<file path="src/rtl/kbdport_pkg.sv">
package kbdport_pkg;

  typedef enum logic [1:0] {
    PS_IDLE = 2'd0,
    PS_FULL = 2'd1,
    PS_ACK  = 2'd2
  } port_state_e;

  typedef struct packed {
    logic stat_rd;
    logic data_rd;
  } rd_strobe_t;

endpackage

</file>
<file path="src/rtl/kbdport_rst_sync.sv">
module kbdport_rst_sync #(
  parameter int STAGES = 2
) (
  input  logic clk,
  input  logic rst_n,
  output logic rst_sync_n
);

  logic [STAGES-1:0] chain_q;
  logic [STAGES-1:0] chain_d;

  always_comb begin
    chain_d = {chain_q[STAGES-2:0], 1'b1};
  end

  always_ff @(posedge clk or negedge rst_n) begin
    if (!rst_n) begin
      chain_q <= '0;
    end else begin
      chain_q <= chain_d;
    end
  end

  assign rst_sync_n = chain_q[STAGES-1];

endmodule

</file>
<file path="src/rtl/kbdport_sync.sv">
module kbdport_sync #(
  parameter int STAGES = 2
) (
  input  logic clk,
  input  logic rst_n,
  input  logic din,
  output logic dout
);

  logic [STAGES-1:0] chain_q;
  logic [STAGES-1:0] chain_d;

  always_comb begin
    chain_d = {chain_q[STAGES-2:0], din};
  end

  always_ff @(posedge clk or negedge rst_n) begin
    if (!rst_n) begin
      chain_q <= '0;
    end else begin
      chain_q <= chain_d;
    end
  end

  assign dout = chain_q[STAGES-1];

endmodule

</file>
<file path="src/rtl/kbdport_decode.sv">
module kbdport_decode
  import kbdport_pkg::*;
#(
  parameter int                 MATCH_W   = 5,
  parameter logic [MATCH_W-1:0] MATCH_VAL = 5'b10100
) (
  input  logic               bus_e,
  input  logic               bus_rd,
  input  logic [MATCH_W-1:0] addr_hi,
  input  logic               addr_lsb,
  output rd_strobe_t         strobes
);

  logic window_hit;
  logic read_phase;

  always_comb begin
    window_hit      = (addr_hi == MATCH_VAL);
    read_phase      = bus_e & bus_rd;
    strobes.stat_rd = read_phase & window_hit & ~addr_lsb;
    strobes.data_rd = read_phase & window_hit & addr_lsb;
  end

endmodule

</file>
<file path="src/rtl/kbdport_core.sv">
module kbdport_core
  import kbdport_pkg::*;
#(
  parameter int DATA_W = 8
) (
  input  logic              clk,
  input  logic              rst_n,
  input  logic              stb_sync,
  input  logic [DATA_W-1:0] pin_data,
  input  logic              data_rd,
  output logic [DATA_W-1:0] data_q,
  output logic              flag_q,
  output logic              ack_q
);

  port_state_e state_q, state_d;
  logic        prev_q;
  logic        stb_rise;
  logic        flag_d;
  logic        ack_d;
  logic        load_en;

  assign stb_rise = stb_sync & ~prev_q;

  // next-state logic
  always_comb begin
    state_d = state_q;
    flag_d  = flag_q;
    ack_d   = ack_q;
    load_en = 1'b0;
    case (state_q)
      PS_IDLE: begin
        if (stb_rise) begin
          load_en = 1'b1;
          flag_d  = 1'b1;
          state_d = PS_FULL;
        end
      end
      PS_FULL: begin
        // a data read clears the flag; fresh strobe edges are dropped here
        if (data_rd) begin
          flag_d  = 1'b0;
          ack_d   = 1'b1;
          state_d = PS_ACK;
        end
      end
      PS_ACK: begin
        if (!stb_sync) begin
          ack_d   = 1'b0;
          state_d = PS_IDLE;
        end
      end
      default: begin
        flag_d  = 1'b0;
        ack_d   = 1'b0;
        state_d = PS_IDLE;
      end
    endcase
  end

  // control registers
  always_ff @(posedge clk or negedge rst_n) begin
    if (!rst_n) begin
      state_q <= PS_IDLE;
      flag_q  <= 1'b0;
      ack_q   <= 1'b0;
      prev_q  <= 1'b0;
    end else begin
      state_q <= state_d;
      flag_q  <= flag_d;
      ack_q   <= ack_d;
      prev_q  <= stb_sync;
    end
  end

  // data register with explicit load enable
  always_ff @(posedge clk or negedge rst_n) begin
    if (!rst_n) begin
      data_q <= '0;
    end else if (load_en) begin
      data_q <= pin_data;
    end
  end

endmodule

</file>
<file path="src/rtl/kbd_hs_port.sv">
module kbd_hs_port
  import kbdport_pkg::*;
#(
  parameter int                 ADDR_W    = 16,
  parameter int                 DATA_W    = 8,
  parameter int                 MATCH_W   = 5,
  parameter logic [MATCH_W-1:0] MATCH_VAL = 5'b10100,
  parameter int                 SYNC_STG  = 2
) (
  input  logic              clk,
  input  logic              rst_n,
  input  logic [ADDR_W-1:0] bus_addr,
  input  logic              bus_e,
  input  logic              bus_rd,
  output logic [DATA_W-1:0] rd_data,
  output logic              rd_valid,
  input  logic [DATA_W-1:0] kb_data,
  input  logic              kb_strobe,
  output logic              kb_ack
);

  localparam int STAT_BIT = DATA_W - 1;
  localparam int HI_LSB   = ADDR_W - MATCH_W;

  logic              rst_sync_n;
  logic              stb_sync;
  rd_strobe_t        strobes;
  logic [DATA_W-1:0] data_q;
  logic              status_flag;
  logic              dont_care_unused;

  assign dont_care_unused = ^bus_addr[HI_LSB-1:1];

  kbdport_rst_sync #(.STAGES(SYNC_STG)) u_rst (
    .clk       (clk),
    .rst_n     (rst_n),
    .rst_sync_n(rst_sync_n)
  );

  kbdport_sync #(.STAGES(SYNC_STG)) u_stb_sync (
    .clk  (clk),
    .rst_n(rst_sync_n),
    .din  (kb_strobe),
    .dout (stb_sync)
  );

  kbdport_decode #(.MATCH_W(MATCH_W), .MATCH_VAL(MATCH_VAL)) u_dec (
    .bus_e   (bus_e),
    .bus_rd  (bus_rd),
    .addr_hi (bus_addr[ADDR_W-1:HI_LSB]),
    .addr_lsb(bus_addr[0]),
    .strobes (strobes)
  );

  kbdport_core #(.DATA_W(DATA_W)) u_core (
    .clk     (clk),
    .rst_n   (rst_sync_n),
    .stb_sync(stb_sync),
    .pin_data(kb_data),
    .data_rd (strobes.data_rd),
    .data_q  (data_q),
    .flag_q  (status_flag),
    .ack_q   (kb_ack)
  );

  // read return mux
  always_comb begin
    rd_valid = strobes.stat_rd | strobes.data_rd;
    rd_data  = '0;
    if (strobes.data_rd) begin
      rd_data = data_q;
    end else if (strobes.stat_rd) begin
      rd_data[STAT_BIT] = status_flag;
    end
  end

endmodule

</file>
<file path="config.mk">
export PLATFORM = sky130hd
export DESIGN_NAME = kbd_hs_port
export DESIGN_NICKNAME = d
export VERILOG_FILES = /design/src/rtl/kbdport_pkg.sv /design/src/rtl/kbdport_rst_sync.sv /design/src/rtl/kbdport_sync.sv /design/src/rtl/kbdport_decode.sv /design/src/rtl/kbdport_core.sv /design/src/rtl/kbd_hs_port.sv
export SDC_FILE = /design/constraint.sdc
export NUM_CORES = 1
export LEC_CHECK = 0
export ABC_AREA = 1
export ABC_CLOCK_PERIOD_IN_PS = 800
export BUFFER_PORTS_ARGS = -buffer_cell sky130_fd_sc_hd__buf_4
export CELL_PAD_IN_SITES_DETAIL_PLACEMENT = 2
export CELL_PAD_IN_SITES_GLOBAL_PLACEMENT = 2
export CORE_AREA = 10 10 68 70
export CTS_CLUSTER_SIZE = 25
export DETAILED_ROUTE_END_ITERATION = 12
export DIE_AREA = 0 0 78 80
export PLACE_DENSITY_LB_ADDON = 0.15
export REMOVE_ABC_BUFFERS = 1
export SLEW_MARGIN = 20
export SYNTH_ARGS = -nofsm -noshare
export SYNTH_HDL_FRONTEND = slang
export SYNTH_SLANG_ARGS = --single-unit
</file>
<file path="constraint.sdc">
create_clock -name clk -period 0.8 [get_ports clk]
set_input_delay 0.12 -clock clk [delete_from_list [all_inputs] [get_ports clk]]
set_output_delay 0.12 -clock clk [all_outputs]
set_load 0.05 [all_outputs]
</file>
==> impl_metrics.prom, run 1 <==
# TYPE chip_impl_metric gauge
chip_impl_metric{name="syn_to_final_growth",unit="%"} 102
chip_impl_info{name="rsz_0062_raised_after_global_routing",value="true"} 1
chip_impl_metric{name="fin_ws",unit="ps"} -419
chip_impl_metric{name="worst_skew",unit="ps"} 4.37
chip_impl_info{name="cts_tree",value="yes"} 1
chip_impl_metric{name="die_width",unit="um"} 78
chip_impl_metric{name="gp_routability_congestion",unit=""} 0.696
chip_impl_info{name="critical_path_class",value="flip-flop to primary output"} 1
chip_impl_metric{name="yosys_warnings",unit=""} 0
chip_impl_metric{name="tritoncts.num_buffers",unit=""} 3
chip_impl_metric{name="layout-drive-gt1-share",unit=""} 0.783
chip_impl_metric{name="final_cycle_utilization_of_the_critical_path",unit=""} 1.52
chip_impl_metric{name="avgRoutedWirePerCell",unit="um"} 14.4
chip_impl_metric{name="initial_core_util",unit=""} 0.232
chip_impl_metric{name="yosysSeqAreaShare",unit=""} 0.559
chip_impl_metric{name="timing.final.crit_period",unit="ps"} 1220
chip_impl_info{name="run_status",value="finished with violations"} 1
chip_impl_metric{name="worst-endpoint-arrival",unit="ps"} 1100
chip_impl_metric{name="die_height",unit="um"} 80
chip_impl_metric{name="setup_tns",unit="ps"} -5370
chip_impl_metric{name="total_length_of_routed_wires",unit="mm"} 2.65
chip_impl_metric{name="numClockSinks",unit=""} 17
chip_impl_metric{name="drv_slew",unit=""} 0
chip_impl_metric{name="fp.dieArea",unit="sq um"} 6240
chip_impl_metric{name="fin_nets",unit=""} 168
chip_impl_metric{name="place.port_buffers",unit=""} 28
chip_impl_metric{name="via_count_of_the_first_global_routing_pass",unit=""} 896
chip_impl_metric{name="ctsHtreeMaxLevel",unit=""} 1
chip_impl_info{name="ys_top_cells_by_area",value="sky130_fd_sc_hd__dfrtp_1 (56%), sky130_fd_sc_hd__o21ai_2 (8.1%), sky130_fd_sc_hd__inv_1 (5.9%)"} 1
chip_impl_metric{name="worst-endpoint-required",unit="ps"} 680
chip_impl_metric{name="detailedPlacementHpwl",unit="mm"} 1.74
chip_impl_metric{name="vdd_drop_max",unit="mV"} 0.911
chip_impl_metric{name="drt-vias-per-instance",unit=""} 4.09
chip_impl_metric{name="detail_route.iter0.violations",unit=""} 9
chip_impl_info{name="holdCritPathClass",value="input port to flip-flop"} 1
chip_impl_info{name="post-synth-top-area-cell",value="sky130_fd_sc_hd__dfrtp_1"} 1
chip_impl_metric{name="placed_cells",unit=""} 169
chip_impl_metric{name="detailedRoute.firstPassIterationCount",unit=""} 2
chip_impl_metric{name="std_cell_rows",unit=""} 21
chip_impl_metric{name="setup_viol_count_final",unit=""} 22
chip_impl_metric{name="p_sw_frac",unit=""} 0.345
chip_impl_metric{name="gr-usage-all-layers",unit=""} 0.0884
chip_impl_metric{name="num_antenna_cells",unit=""} 0
chip_impl_metric{name="power_switching",unit="mW"} 1.09
chip_impl_metric{name="dr_total_vias",unit=""} 753
chip_impl_metric{name="power_internal",unit="mW"} 2.07
chip_impl_metric{name="pin_count_of_the_biggest_net_entering_global_routing",unit=""} 16
chip_impl_metric{name="synth_cells",unit=""} 79
chip_impl_info{name="violations",value="setup timing"} 1
chip_impl_metric{name="drt.antenna.violating_nets",unit=""} 0
chip_impl_metric{name="maxCapViolations",unit=""} 0
chip_impl_metric{name="drt_drc_violations_left",unit=""} 0
chip_impl_metric{name="initial_antenna_violation_count",unit=""} 0
chip_impl_metric{name="grt-ovfl-total",unit=""} 0
chip_impl_metric{name="dpl_cell_area",unit="sq um"} 1140
chip_impl_metric{name="max_clock_buf_depth",unit=""} 2
chip_impl_metric{name="post_synth_instance_area",unit="sq um"} 761
chip_impl_metric{name="pwr-share-comb",unit=""} 0.466
chip_impl_metric{name="io-pin-count",unit=""} 39
chip_impl_metric{name="syn_area_per_cell",unit="sq um"} 9.63
chip_impl_metric{name="critical_path.max_fanout",unit=""} 2
chip_impl_metric{name="dp_worst_setup_slack",unit="ps"} -366
chip_impl_metric{name="cts.clk_slew.worst_paths",unit="ps"} 100
chip_impl_metric{name="sequential_share_of_power",unit=""} 0.389
chip_impl_metric{name="grt_pass1_wl",unit="mm"} 4.38
chip_impl_metric{name="final_area",unit="sq um"} 1540
chip_impl_metric{name="hold_viol_final",unit=""} 0
chip_impl_metric{name="leakagePower",unit="nW"} 0.763
chip_impl_info{name="worstSetupEndpointType",value="primary output"} 1
chip_impl_metric{name="count_of_cell_types_in_the_netlist",unit=""} 16
chip_impl_metric{name="synth_largest_type_area_fraction",unit=""} 0.559
chip_impl_metric{name="clk_latency_worst_skew_pair",unit="ps"} 290
chip_impl_metric{name="placeableCoreArea",unit="sq um"} 3280
chip_impl_metric{name="synth_seq_cells",unit=""} 17
chip_impl_metric{name="finish.cell_count_without_fillers",unit=""} 184
chip_impl_info{name="cts.root.buffer_cell",value="sky130_fd_sc_hd__clkbuf_4"} 1
chip_impl_metric{name="power_frac_clock",unit=""} 0.146
chip_impl_metric{name="achievable_freq",unit="GHz"} 0.821
chip_impl_info{name="critical_path.startpoint_type",value="flip-flop"} 1
chip_impl_metric{name="power_density",unit="nW/um^2"} 2060
[cell type report]
type,count,area (sq um)
Timing Repair inverter,1,11.3
Fill cell,338,1750
Multi-Input combinational cell,46,434
Timing Repair Buffer,55,512
Clock buffer,4,26.3
Sequential cell,17,425
Inverter,15,68.8
Tap cell,46,57.6
[registers in the layout, indices dropped and copies added, names as in the netlist]
| register | flops |
|---|---|
| u_core.data_q | 8 |
| u_core.state_q | 2 |
| u_rst.chain_q | 2 |
| u_stb_sync.chain_q | 2 |
| u_core.ack_q | 1 |
| u_core.flag_q | 1 |
| u_core.prev_q | 1 |
[metal layers]
layer,track usage,routed length (um),up-vias
li1,-,-,358
met1,0.0924,1040,373
met2,0.161,1430,20
met3,0.0304,167,2
met4,0.0323,15,0
met5,0,0,-
[power groups by stage]
| stage | Combinational [mW] | Sequential (mW) | Clock [mW] |
|---|---|---|---|
| finish | 1.47 | 1.23 | 0.462 |
| global route | 1.63 | 1.27 | 0.518 |
| CTS | 1.37 | 1.22 | 0.484 |
| detailed placement | 0.981 | 1.21 | 0 |
| global placement | 0.936 | 1.20 | 0 |
| floorplan | 0.445 | 1.22 | 0 |
[cells in the final DEF, fill, tap and decap left out, types with 2 or more instances in the layout]
cell type	count
sky130_fd_sc_hd__buf_4	35
sky130_fd_sc_hd__dfrtp_1	17
sky130_fd_sc_hd__inv_2	13
sky130_fd_sc_hd__nor2_4	11
sky130_fd_sc_hd__buf_6	11
sky130_fd_sc_hd__nand2_4	9
sky130_fd_sc_hd__buf_8	7
sky130_fd_sc_hd__o21ai_2	6
sky130_fd_sc_hd__nand2_2	5
sky130_fd_sc_hd__nor2_1	3
sky130_fd_sc_hd__clkbuf_4	3
sky130_fd_sc_hd__nand2_1	2
sky130_fd_sc_hd__nand3_4	2
sky130_fd_sc_hd__a21oi_2	2
sky130_fd_sc_hd__dlygate4sd3_1	2
[worst max-delay path, cell delays in order (launching register included)]
cell                      delay, ps
sky130_fd_sc_hd__dfrtp_1        400
sky130_fd_sc_hd__mux2i_1        170
sky130_fd_sc_hd__nor2_1          80
sky130_fd_sc_hd__buf_6          150
[logic make-up (layout without fill, tap and decap cells)]
family / count (synthesis) / after routing / share of synthesized area
and+or+nand+nor: 33 / 33 / 0.206
DFF: 17 / 17 / 0.559
buffers and inverters: 16 / 75 / 0.107
AOI/OAI and AO/OA: 11 / 11 / 0.110
other: 1 / 1 / 0.00493
muxes: 1 / 1 / 0.0132
[final timing paths]
kind | start | endpoint | slack, ps | cells after the start
worst max-delay path | u_core.data_q[7] | rd_data[7] | -420 | 3
worst min-delay path | kb_data[0] | u_core.data_q[0] | 30 | 3
worst max register to register | u_stb_sync.chain_q[1] | u_core.flag_q | -270 | 6
worst min register to register | u_rst.chain_q[1] | u_core.state_q[0] | 190 | 1
max in group asynchronous | u_rst.chain_q[1] | u_core.data_q[7] | 430 | 1
min in group asynchronous | rst_n | u_rst.chain_q[0] | 130 | 2
[cells in the mapped netlist (all sizes together)]
cell type	number
dfrtp	17
nand2	16
inv	14
nor2	14
o21ai	7
a21oi	3
nand3	2
buf	1
clkinv	1
conb	1
mux2i	1
nand4	1
o31ai	1
[through the flow]
| stage | hold WS [ps] | utilization | total power [mW] |
|---|---|---|---|
| after floorplan | -176 | - | 1.66 |
| after global placement | -96.9 | 0.346 | 2.14 |
| after detailed placement | -95.0 | 0.346 | 2.20 |
| after CTS | 23.9 | 0.432 | 3.08 |
| after global routing | 31.5 | 0.467 | 3.41 |
| final | 32.5 | 0.467 | 3.17 |
[what timing repair did]
action                                  CTS  global route
cloned                                    1             0
setup buffers                             6             3
hold buffers                              2             0
endpoints found under the setup margin   22            22
pin swaps                                12            15
resized for setup                        57            26
hold endpoints to repair                  3             0
Note: power is estimated with default switching activity, not from simulation.
==> run 2: changes to the inputs <==
--- a/config.mk
+++ b/config.mk
@@ -5,18 +5,16 @@
 export SDC_FILE = /design/constraint.sdc
 export NUM_CORES = 1
 export LEC_CHECK = 0
-export ABC_AREA = 1
 export ABC_CLOCK_PERIOD_IN_PS = 800
 export BUFFER_PORTS_ARGS = -buffer_cell sky130_fd_sc_hd__buf_4
-export CELL_PAD_IN_SITES_DETAIL_PLACEMENT = 2
-export CELL_PAD_IN_SITES_GLOBAL_PLACEMENT = 2
-export CORE_AREA = 10 10 68 70
+export CORE_AREA = 10 10 53 55
 export CTS_CLUSTER_SIZE = 25
 export DETAILED_ROUTE_END_ITERATION = 12
-export DIE_AREA = 0 0 78 80
+export DIE_AREA = 0 0 63 65
 export PLACE_DENSITY_LB_ADDON = 0.15
 export REMOVE_ABC_BUFFERS = 1
 export SLEW_MARGIN = 20
 export SYNTH_ARGS = -nofsm -noshare
 export SYNTH_HDL_FRONTEND = slang
+export SYNTH_HIERARCHICAL = 1
 export SYNTH_SLANG_ARGS = --single-unit
==> run 2 against run 1 <==
Against the previous run:
- the flow still finishes with violations (setup timing)
- clock skew is 3.0 ps lower
- critical path type is now flip-flop to flip-flop
- routed wire length down 27%
- highest routed layer unchanged
- combinational power shrank 38%
==> impl_metrics.prom, run 2 <==
# TYPE chip_impl_metric gauge
chip_impl_info{name="run_status",value="finished with violations"} 1
chip_impl_info{name="violations",value="setup timing"} 1
chip_impl_metric{name="initial_core_util",unit=""} 0.386
chip_impl_metric{name="yosysSeqAreaShare",unit=""} 0.592
chip_impl_metric{name="post_synth_edffs",unit=""} 0
chip_impl_metric{name="syn_to_final_growth",unit="%"} 72.8
chip_impl_metric{name="tritoncts.num_buffers",unit=""} 3
chip_impl_metric{name="worst_skew",unit="ps"} 1.34
chip_impl_metric{name="drt.antenna.violating_nets",unit=""} 0
chip_impl_info{name="timing.critical_path.slowest_stage_cell",value="sky130_fd_sc_hd__dfrtp_1"} 1
chip_impl_metric{name="fp.dieArea",unit="sq um"} 4100
chip_impl_metric{name="max_clock_buf_depth",unit=""} 2
chip_impl_metric{name="largest_register_ffs",unit=""} 8
chip_impl_metric{name="place.port_buffers",unit=""} 28
chip_impl_metric{name="hold_viol_final",unit=""} 0
chip_impl_info{name="synth_most_common_cell",value="sky130_fd_sc_hd__dfrtp_1"} 1
chip_impl_metric{name="via_count_of_the_first_global_routing_pass",unit=""} 674
chip_impl_metric{name="setup_viol_count_final",unit=""} 22
chip_impl_metric{name="totalPowerFinal",unit="mW"} 2.62
chip_impl_metric{name="syn_area_per_cell",unit="sq um"} 13.1
chip_impl_metric{name="gp_routability_congestion",unit=""} 0.703
chip_impl_metric{name="synth_cells",unit=""} 55
chip_impl_metric{name="fin_ws",unit="ps"} -593
chip_impl_info{name="leading_cell_types_in_the_layout_fill_and_taps_excluded",value="sky130_fd_sc_hd__buf_4 (26), sky130_fd_sc_hd__dfrtp_1 (17), sky130_fd_sc_hd__buf_6 (11)"} 1
chip_impl_metric{name="reg2reg_slack",unit="ps"} -590
chip_impl_metric{name="yosys_warnings",unit=""} 6
chip_impl_metric{name="total_length_of_routed_wires",unit="mm"} 1.93
chip_impl_info{name="critical_path.startpoint_type",value="flip-flop"} 1
chip_impl_metric{name="initial_antenna_violation_count",unit=""} 0
chip_impl_info{name="post-synth-top-area-cell",value="sky130_fd_sc_hd__dfrtp_1"} 1
chip_impl_info{name="postSynth.topFlopCell",value="sky130_fd_sc_hd__dfrtp_1"} 1
chip_impl_metric{name="drt_drc_violations_left",unit=""} 0
chip_impl_metric{name="die_height",unit="um"} 65
chip_impl_metric{name="power_density",unit="nW/um^2"} 2110
chip_impl_info{name="rsz_0062_raised_after_global_routing",value="true"} 1
chip_impl_metric{name="maxCapViolations",unit=""} 0
chip_impl_metric{name="ctsHtreeMaxLevel",unit=""} 1
chip_impl_metric{name="finish.cell_count_without_fillers",unit=""} 128
chip_impl_metric{name="avgRoutedWirePerCell",unit="um"} 15.1
chip_impl_metric{name="holdPathStages",unit=""} 2
chip_impl_metric{name="grt-ovfl-total",unit=""} 0
chip_impl_info{name="registers.top_by_ff_count",value="u_core/data_q"} 1
chip_impl_metric{name="dr_total_vias",unit=""} 580
chip_impl_info{name="critPathTopFamily",value="flip-flops"} 1
chip_impl_info{name="path_cells",value="nor4b_4 -> buf_4 -> mux2_4"} 1
chip_impl_metric{name="num_antenna_cells",unit=""} 0
chip_impl_info{name="r2r-start",value="u_core/prev_q"} 1
chip_impl_metric{name="synth_seq_cells",unit=""} 17
chip_impl_metric{name="placeableCoreArea",unit="sq um"} 1860
chip_impl_metric{name="gr-usage-all-layers",unit=""} 0.0956
chip_impl_info{name="holdCritPathClass",value="input port to flip-flop"} 1
chip_impl_metric{name="critical_path.max_fanout",unit=""} 4
chip_impl_metric{name="dp_worst_setup_slack",unit="ps"} -595
chip_impl_metric{name="cts.clk_slew.worst_paths",unit="ps"} 90
chip_impl_metric{name="worst-endpoint-arrival",unit="ps"} 1570
chip_impl_metric{name="detailedPlacementHpwl",unit="mm"} 1.34
chip_impl_metric{name="vdd_drop_max",unit="mV"} 1.54
chip_impl_metric{name="final_cycle_utilization_of_the_critical_path",unit=""} 1.74
chip_impl_metric{name="placed_cells",unit=""} 118
chip_impl_metric{name="drv_slew",unit=""} 0
chip_impl_metric{name="std_cell_rows",unit=""} 16
chip_impl_metric{name="async_flop_share",unit=""} 1.00
chip_impl_metric{name="grt_pass1_wl",unit="mm"} 3.21
chip_impl_metric{name="detailedRoute.firstPassIterationCount",unit=""} 2
chip_impl_metric{name="numClockSinks",unit=""} 17
chip_impl_metric{name="critical_path_buf_inv_count",unit=""} 1
chip_impl_metric{name="pin_count_of_the_biggest_net_entering_global_routing",unit=""} 10
chip_impl_info{name="reg2reg_to",value="u_core/data_q[1]"} 1
chip_impl_info{name="cts_tree",value="yes"} 1
chip_impl_metric{name="count_of_cell_types_in_the_netlist",unit=""} 18
chip_impl_metric{name="achievable_freq",unit="GHz"} 0.718
chip_impl_info{name="holdCritStartpoint",value="kb_data[5]"} 1
chip_impl_metric{name="max_stage_delay",unit="ps"} 410
chip_impl_metric{name="fin_nets",unit=""} 131
chip_impl_metric{name="die_width",unit="um"} 63
chip_impl_metric{name="clk_latency_worst_skew_pair",unit="ps"} 280
chip_impl_metric{name="detail_route.iter0.violations",unit=""} 6
chip_impl_metric{name="worst-endpoint-required",unit="ps"} 970
chip_impl_metric{name="io-pin-count",unit=""} 39
chip_impl_metric{name="timing.final.crit_period",unit="ps"} 1390
chip_impl_metric{name="leakagePower",unit="nW"} 0.579
chip_impl_info{name="worstSetupEndpointType",value="flip-flop"} 1
chip_impl_info{name="post_synth_most_frequent_cells",value="sky130_fd_sc_hd__dfrtp_1 (17), sky130_fd_sc_hd__mux2_2 (8), sky130_fd_sc_hd__and2_2 (7)"} 1
chip_impl_info{name="ys_top_cells_by_area",value="sky130_fd_sc_hd__dfrtp_1 (59%), sky130_fd_sc_hd__mux2_2 (13%), sky130_fd_sc_hd__and2_2 (7.3%)"} 1
chip_impl_metric{name="drt-vias-per-instance",unit=""} 4.53
chip_impl_metric{name="worstRegToRegCells",unit=""} 3
chip_impl_info{name="most_common_cell_after_layout_fill_and_taps_aside",value="sky130_fd_sc_hd__buf_4"} 1
chip_impl_metric{name="layout-drive-gt1-share",unit=""} 0.653
chip_impl_info{name="critical_path_class",value="flip-flop to flip-flop"} 1
chip_impl_info{name="worstHoldEndpoint",value="u_core/data_q[5]"} 1
chip_impl_metric{name="synth_largest_type_area_fraction",unit=""} 0.592
chip_impl_metric{name="number_of_fill_cells_in_the_layout",unit=""} 159
chip_impl_info{name="cts.root.buffer_cell",value="sky130_fd_sc_hd__clkbuf_4"} 1
chip_impl_metric{name="post_synth_instance_area",unit="sq um"} 718
-- run 2: cell types whose count changed after synthesis, moves of 4 or more --
| cell | delta |
|---|---|
| sky130_fd_sc_hd__inv_1 | -11 |
| sky130_fd_sc_hd__nor2_1 | -10 |
| sky130_fd_sc_hd__mux2_2 | +8 |
| sky130_fd_sc_hd__nand2_1 | -8 |
| sky130_fd_sc_hd__and2_2 | +7 |
| sky130_fd_sc_hd__o21ai_2 | -7 |
| sky130_fd_sc_hd__nand2_2 | -4 |
-- run 2: where the power goes --
| part | switching (mW) | internal [mW] |
|---|---|---|
| Clock | 0.254 | 0.193 |
| Sequential | 0.146 | 1.13 |
| Combinational | 0.340 | 0.565 |
| Total | 0.740 | 1.88 |
-- run 2: kinds of logic (layout without fill, tap and decap cells) --
logic type,after synthesis,in the layout,synth area share
buffers and inverters,1,47,0.00522
DFF,17,17,0.592
other,1,1,0.00522
muxes,8,8,0.125
and+or+nand+nor,22,22,0.225
AOI/OAI and AO/OA,6,6,0.0470
-- run 2: worst max path at each step --
| stage | startpoint | endpoint | slack (ps) | cells after the start |
|---|---|---|---|---|
| floorplan | bus_addr[11] | rd_data[7] | -1270 | 3 |
| global placement | u_core/state_q[1] | u_core/data_q[4] | -550 | 3 |
| detailed placement | bus_addr[11] | rd_data[7] | -590 | 7 |
| CTS | u_core/prev_q | u_core/data_q[4] | -580 | 3 |
| global route | u_core/prev_q | u_core/data_q[5] | -630 | 3 |
| finish | u_core/prev_q | u_core/data_q[1] | -590 | 3 |
-- run 2: repair_timing --
item / 4_1_cts / 5_1_grt
setup endpoints to repair: 22 / 22
cloned: 1 / 0
endpoints found under the hold margin: 3 / 0
gates resized for setup: 27 / 13
buffers inserted: 3 / 1
hold buffers: 2 / 0
pin swaps: 3 / 2
-- run 2: per-layer routing --
layer,routed length (um),global-route usage,vias to the layer above
met1,866,0.111,280
met4,20,0.0419,0
li1,-,-,280
met3,96,0.0258,2
met2,950,0.161,18
met5,0,0,-
-- run 2: final cells by class --
type / count / area [sq um] / area share
clock buffers: 4 / 26.3 / 0.0212
inverters: 1 / 3.75 / 0.00302
multi-input cells: 37 / 368 / 0.296
flip-flops and latches: 17 / 425 / 0.343
well taps: 27 / 33.8 / 0.0272
repair buffers: 42 / 384 / 0.309
-- run 2: metrics by stage --
step	setup TNS (ps)	hold WS [ps]	utilization	instance area, sq um
6_report	-10480	63.0	0.667	1240
2_1_floorplan	-16710	-176	-	718
3_3_place_gp	-10890	-96.7	0.552	1030
4_1_cts	-10570	58.4	0.646	1200
3_5_place_dp	-11470	-95.5	0.552	1030
5_1_grt	-11690	57.4	0.667	1240
==> run 3: changes to the inputs <==
--- a/config.mk
+++ b/config.mk
@@ -5,6 +5,7 @@
 export SDC_FILE = /design/constraint.sdc
 export NUM_CORES = 1
 export LEC_CHECK = 0
+export ABC_AREA = 1
 export ABC_CLOCK_PERIOD_IN_PS = 800
 export BUFFER_PORTS_ARGS = -buffer_cell sky130_fd_sc_hd__buf_4
 export CORE_AREA = 10 10 53 55
==> run 3 against run 2 <==
Against the previous run:
- the run still ends with setup timing left
- critical endpoint is now rd_data[7]
- combinational power increased by 2%
- cell area up 13%
- clock power is 3% higher
- register-to-register slack gained 340 ps
- total power increased by 2.1%
- maximum frequency grew 22%
- non-clock buffer count rose by 5
==> impl_metrics.prom, run 3 <==
# TYPE chip_impl_metric gauge
chip_impl_metric{name="leakagePower",unit="nW"} 0.739
chip_impl_info{name="run_status",value="finished with violations"} 1
chip_impl_metric{name="pin_count_of_the_biggest_net_entering_global_routing",unit=""} 10
chip_impl_metric{name="grt-ovfl-total",unit=""} 0
chip_impl_metric{name="std_cell_rows",unit=""} 16
chip_impl_metric{name="post_synth_edffs",unit=""} 0
chip_impl_metric{name="setup_viol_count_final",unit=""} 22
chip_impl_metric{name="fp.dieArea",unit="sq um"} 4100
chip_impl_metric{name="worst-endpoint-arrival",unit="ps"} 1020
chip_impl_metric{name="drt-vias-per-instance",unit=""} 4.53
chip_impl_metric{name="yosys_warnings",unit=""} 6
chip_impl_metric{name="worst_skew",unit="ps"} 10.1
chip_impl_metric{name="final_cycle_utilization_of_the_critical_path",unit=""} 1.42
chip_impl_metric{name="fin_ws",unit="ps"} -338
chip_impl_metric{name="fin_nets",unit=""} 170
chip_impl_metric{name="number_of_fill_cells_in_the_layout",unit=""} 141
chip_impl_metric{name="sequential_share_of_power",unit=""} 0.485
chip_impl_info{name="critical_path.startpoint_type",value="input port"} 1
chip_impl_metric{name="placeableCoreArea",unit="sq um"} 1860
chip_impl_metric{name="synth_seq_cells",unit=""} 17
chip_impl_info{name="rsz_0062_raised_after_global_routing",value="true"} 1
chip_impl_metric{name="initial_core_util",unit=""} 0.407
chip_impl_metric{name="drt.antenna.violating_nets",unit=""} 0
chip_impl_metric{name="detailedPlacementHpwl",unit="mm"} 1.43
chip_impl_metric{name="initial_antenna_violation_count",unit=""} 0
chip_impl_info{name="registers.top_by_ff_count",value="u_core/data_q"} 1
chip_impl_info{name="post-synth-top-area-cell",value="sky130_fd_sc_hd__dfrtp_1"} 1
chip_impl_metric{name="power_frac_clock",unit=""} 0.171
chip_impl_metric{name="clk_latency_worst_skew_pair",unit="ps"} 290
chip_impl_metric{name="worst_hold_slack",unit="ps"} 42.4
chip_impl_info{name="most_common_cell_after_layout_fill_and_taps_aside",value="sky130_fd_sc_hd__buf_4"} 1
chip_impl_metric{name="tritoncts.num_buffers",unit=""} 3
chip_impl_metric{name="via_count_of_the_first_global_routing_pass",unit=""} 766
chip_impl_metric{name="wl_met2",unit="mm"} 1.12
chip_impl_metric{name="post_synth_instance_area",unit="sq um"} 757
chip_impl_metric{name="drv_slew",unit=""} 0
chip_impl_metric{name="total_length_of_routed_wires",unit="mm"} 2.21
chip_impl_metric{name="dp_worst_setup_slack",unit="ps"} -413
chip_impl_info{name="cts_tree",value="yes"} 1
chip_impl_metric{name="avgRoutedWirePerCell",unit="um"} 13.2
chip_impl_metric{name="grt_pass1_wl",unit="mm"} 3.45
chip_impl_metric{name="power_density",unit="nW/um^2"} 1920
chip_impl_metric{name="dr_total_vias",unit=""} 757
chip_impl_info{name="cts.root.buffer_cell",value="sky130_fd_sc_hd__clkbuf_4"} 1
chip_impl_info{name="worstHoldEndpoint",value="u_core/data_q[0]"} 1
chip_impl_metric{name="p_sw_frac",unit=""} 0.343
chip_impl_info{name="worstSetupEndpointType",value="primary output"} 1
chip_impl_metric{name="synth_largest_type_area_fraction",unit=""} 0.562
chip_impl_metric{name="drt_drc_violations_left",unit=""} 0
chip_impl_metric{name="vdd_drop_max",unit="mV"} 1.55
chip_impl_metric{name="ctsHtreeMaxLevel",unit=""} 1
chip_impl_metric{name="syn_to_final_growth",unit="%"} 84.5
chip_impl_metric{name="largest_register_ffs",unit=""} 8
chip_impl_info{name="topRoutingLayerUsed",value="met4"} 1
chip_impl_metric{name="numClockSinks",unit=""} 17
chip_impl_metric{name="detail_route.iter0.violations",unit=""} 12
chip_impl_metric{name="maxCapViolations",unit=""} 0
chip_impl_metric{name="power_internal",unit="mW"} 1.76
chip_impl_metric{name="async_flop_share",unit=""} 1.00
chip_impl_info{name="violations",value="setup timing"} 1
chip_impl_info{name="leading_cell_types_in_the_layout_fill_and_taps_excluded",value="sky130_fd_sc_hd__buf_4 (24), sky130_fd_sc_hd__nand2_1 (19), sky130_fd_sc_hd__dfrtp_1 (16)"} 1
chip_impl_metric{name="worstRegToRegCells",unit=""} 4
chip_impl_info{name="holdCritPathClass",value="input port to flip-flop"} 1
chip_impl_metric{name="timing.final.crit_period",unit="ps"} 1140
chip_impl_metric{name="gp_routability_congestion",unit=""} 0.717
chip_impl_metric{name="achievable_freq",unit="GHz"} 0.879
chip_impl_metric{name="wl_met1",unit="um"} 951
chip_impl_metric{name="syn_area_per_cell",unit="sq um"} 8.51
chip_impl_metric{name="io-pin-count",unit=""} 39
chip_impl_metric{name="hold_viol_final",unit=""} 0
chip_impl_info{name="ys_top_cells_by_area",value="sky130_fd_sc_hd__dfrtp_1 (56%), sky130_fd_sc_hd__nand2_1 (16%), sky130_fd_sc_hd__inv_1 (6.9%)"} 1
chip_impl_metric{name="worst-endpoint-required",unit="ps"} 680
chip_impl_info{name="reg2reg_to",value="u_core/data_q[6]"} 1
chip_impl_metric{name="die_width",unit="um"} 63
chip_impl_metric{name="power_switching",unit="mW"} 0.919
chip_impl_metric{name="count_of_cell_types_in_the_netlist",unit=""} 15
chip_impl_metric{name="synth_cells",unit=""} 89
chip_impl_metric{name="layout-drive-gt1-share",unit=""} 0.614
chip_impl_info{name="synth_most_common_cell",value="sky130_fd_sc_hd__nand2_1"} 1
chip_impl_info{name="r2r-start",value="u_core/state_q[1]"} 1
chip_impl_metric{name="place.port_buffers",unit=""} 28
chip_impl_metric{name="num_antenna_cells",unit=""} 0
chip_impl_metric{name="holdPathStages",unit=""} 3
chip_impl_metric{name="yosysSeqAreaShare",unit=""} 0.562
chip_impl_info{name="holdCritStartpoint",value="kb_data[0]"} 1
chip_impl_metric{name="max_clock_buf_depth",unit=""} 2
chip_impl_metric{name="reg2reg_slack",unit="ps"} -250
chip_impl_info{name="postSynth.topFlopCell",value="sky130_fd_sc_hd__dfrtp_1"} 1
chip_impl_metric{name="met3_wirelength",unit="um"} 99
chip_impl_metric{name="die_height",unit="um"} 65
chip_impl_metric{name="gr-usage-all-layers",unit=""} 0.106
chip_impl_metric{name="critical_path.max_fanout",unit=""} 6
chip_impl_metric{name="pwr-share-comb",unit=""} 0.343
chip_impl_metric{name="detailedRoute.firstPassIterationCount",unit=""} 4
chip_impl_info{name="critical_path_class",value="input port to primary output"} 1
chip_impl_info{name="post_synth_most_frequent_cells",value="sky130_fd_sc_hd__nand2_1 (33), sky130_fd_sc_hd__dfrtp_1 (17), sky130_fd_sc_hd__inv_1 (14)"} 1
chip_impl_metric{name="cts.clk_slew.worst_paths",unit="ps"} 100
[run 3: changes by cell type after synthesis, moves of 3 or more]
cell	change
sky130_fd_sc_hd__nand3_1	+10
sky130_fd_sc_hd__inv_1	+13
sky130_fd_sc_hd__and2_2	-7
sky130_fd_sc_hd__mux2_2	-8
sky130_fd_sc_hd__nor2_1	+3
sky130_fd_sc_hd__nand2_1	+29
[run 3: per-layer routing]
metal  vias up  global-route usage
li1        373                   -
met2        23               0.179
met3         4              0.0378
met1       357               0.111
met4         0              0.0670
met5         -                   0
[run 3: timing repair]
action	CTS	global route
buffers inserted	5	3
resized for setup	42	24
pin swaps	9	15
hold endpoints to repair	3	0
setup endpoints to repair	22	22
hold buffers	2	0
gates cloned	1	0
[run 3: final cells by class]
| class | count | area, sq um | area share |
|---|---|---|---|
| multi-input cells | 58 | 389 | 0.279 |
| repair buffers | 47 | 468 | 0.335 |
| clock buffers | 4 | 26.3 | 0.0188 |
| well taps | 27 | 33.8 | 0.0242 |
| flip-flops and latches | 17 | 427 | 0.306 |
| inverters | 14 | 52.6 | 0.0376 |
[run 3: worst max-delay path by stage]
stage | startpoint | depth (start not counted) | endpoint | slack (ps)
2_1_floorplan | bus_addr[14] | 6 | rd_valid | -520
3_3_place_gp | bus_addr[12] | 11 | u_core/ack_q | -360
3_5_place_dp | bus_addr[14] | 11 | rd_data[7] | -410
4_1_cts | bus_addr[14] | 11 | rd_data[7] | -350
5_1_grt | bus_addr[14] | 11 | rd_data[7] | -430
6_report | bus_addr[14] | 11 | rd_data[7] | -340
[run 3: critical path: stages]
cell and delay, ps:
sky130_fd_sc_hd__buf_6 90, sky130_fd_sc_hd__inv_2 40, sky130_fd_sc_hd__nand2_2 30, sky130_fd_sc_hd__nor2_1 70
sky130_fd_sc_hd__nand2_1 90, sky130_fd_sc_hd__nor2_2 150, sky130_fd_sc_hd__buf_6 130, sky130_fd_sc_hd__inv_1 30
sky130_fd_sc_hd__nand3_1 50, sky130_fd_sc_hd__nand2_1 60, sky130_fd_sc_hd__buf_6 150
[run 3: kinds of logic (layout without fill, tap and decap cells)]
logic type      count (synthesis)  count (layout)  share of synthesized area
buf+inv                        15              65                     0.0843
simple gates                   52              53                      0.312
other cells                     1               1                    0.00495
compound gates                  4               4                     0.0364
flops                          17              17                      0.562
[run 3: stage by stage]
step / power [mW] / instance area, sq um / TNS, ps / instances / util
floorplan: 1.56 / 746 / -6600 / 88 / -
global placement: 1.84 / 1070 / -5360 / 152 / 0.575
detailed placement: 1.86 / 1070 / -6050 / 152 / 0.575
CTS: 2.50 / 1290 / -5560 / 164 / 0.692
global route: 2.85 / 1400 / -7110 / 167 / 0.750
finish: 2.68 / 1400 / -5620 / 167 / 0.750
[run 3: power by group through the flow]
stage | logic [mW] | registers [mW] | clock network [mW]
2_1_floorplan | 0.306 | 1.26 | 0
3_3_place_gp | 0.585 | 1.26 | 0
3_5_place_dp | 0.600 | 1.26 | 0
4_1_cts | 0.757 | 1.27 | 0.468
5_1_grt | 1.00 | 1.34 | 0.518
6_report | 0.920 | 1.30 | 0.459
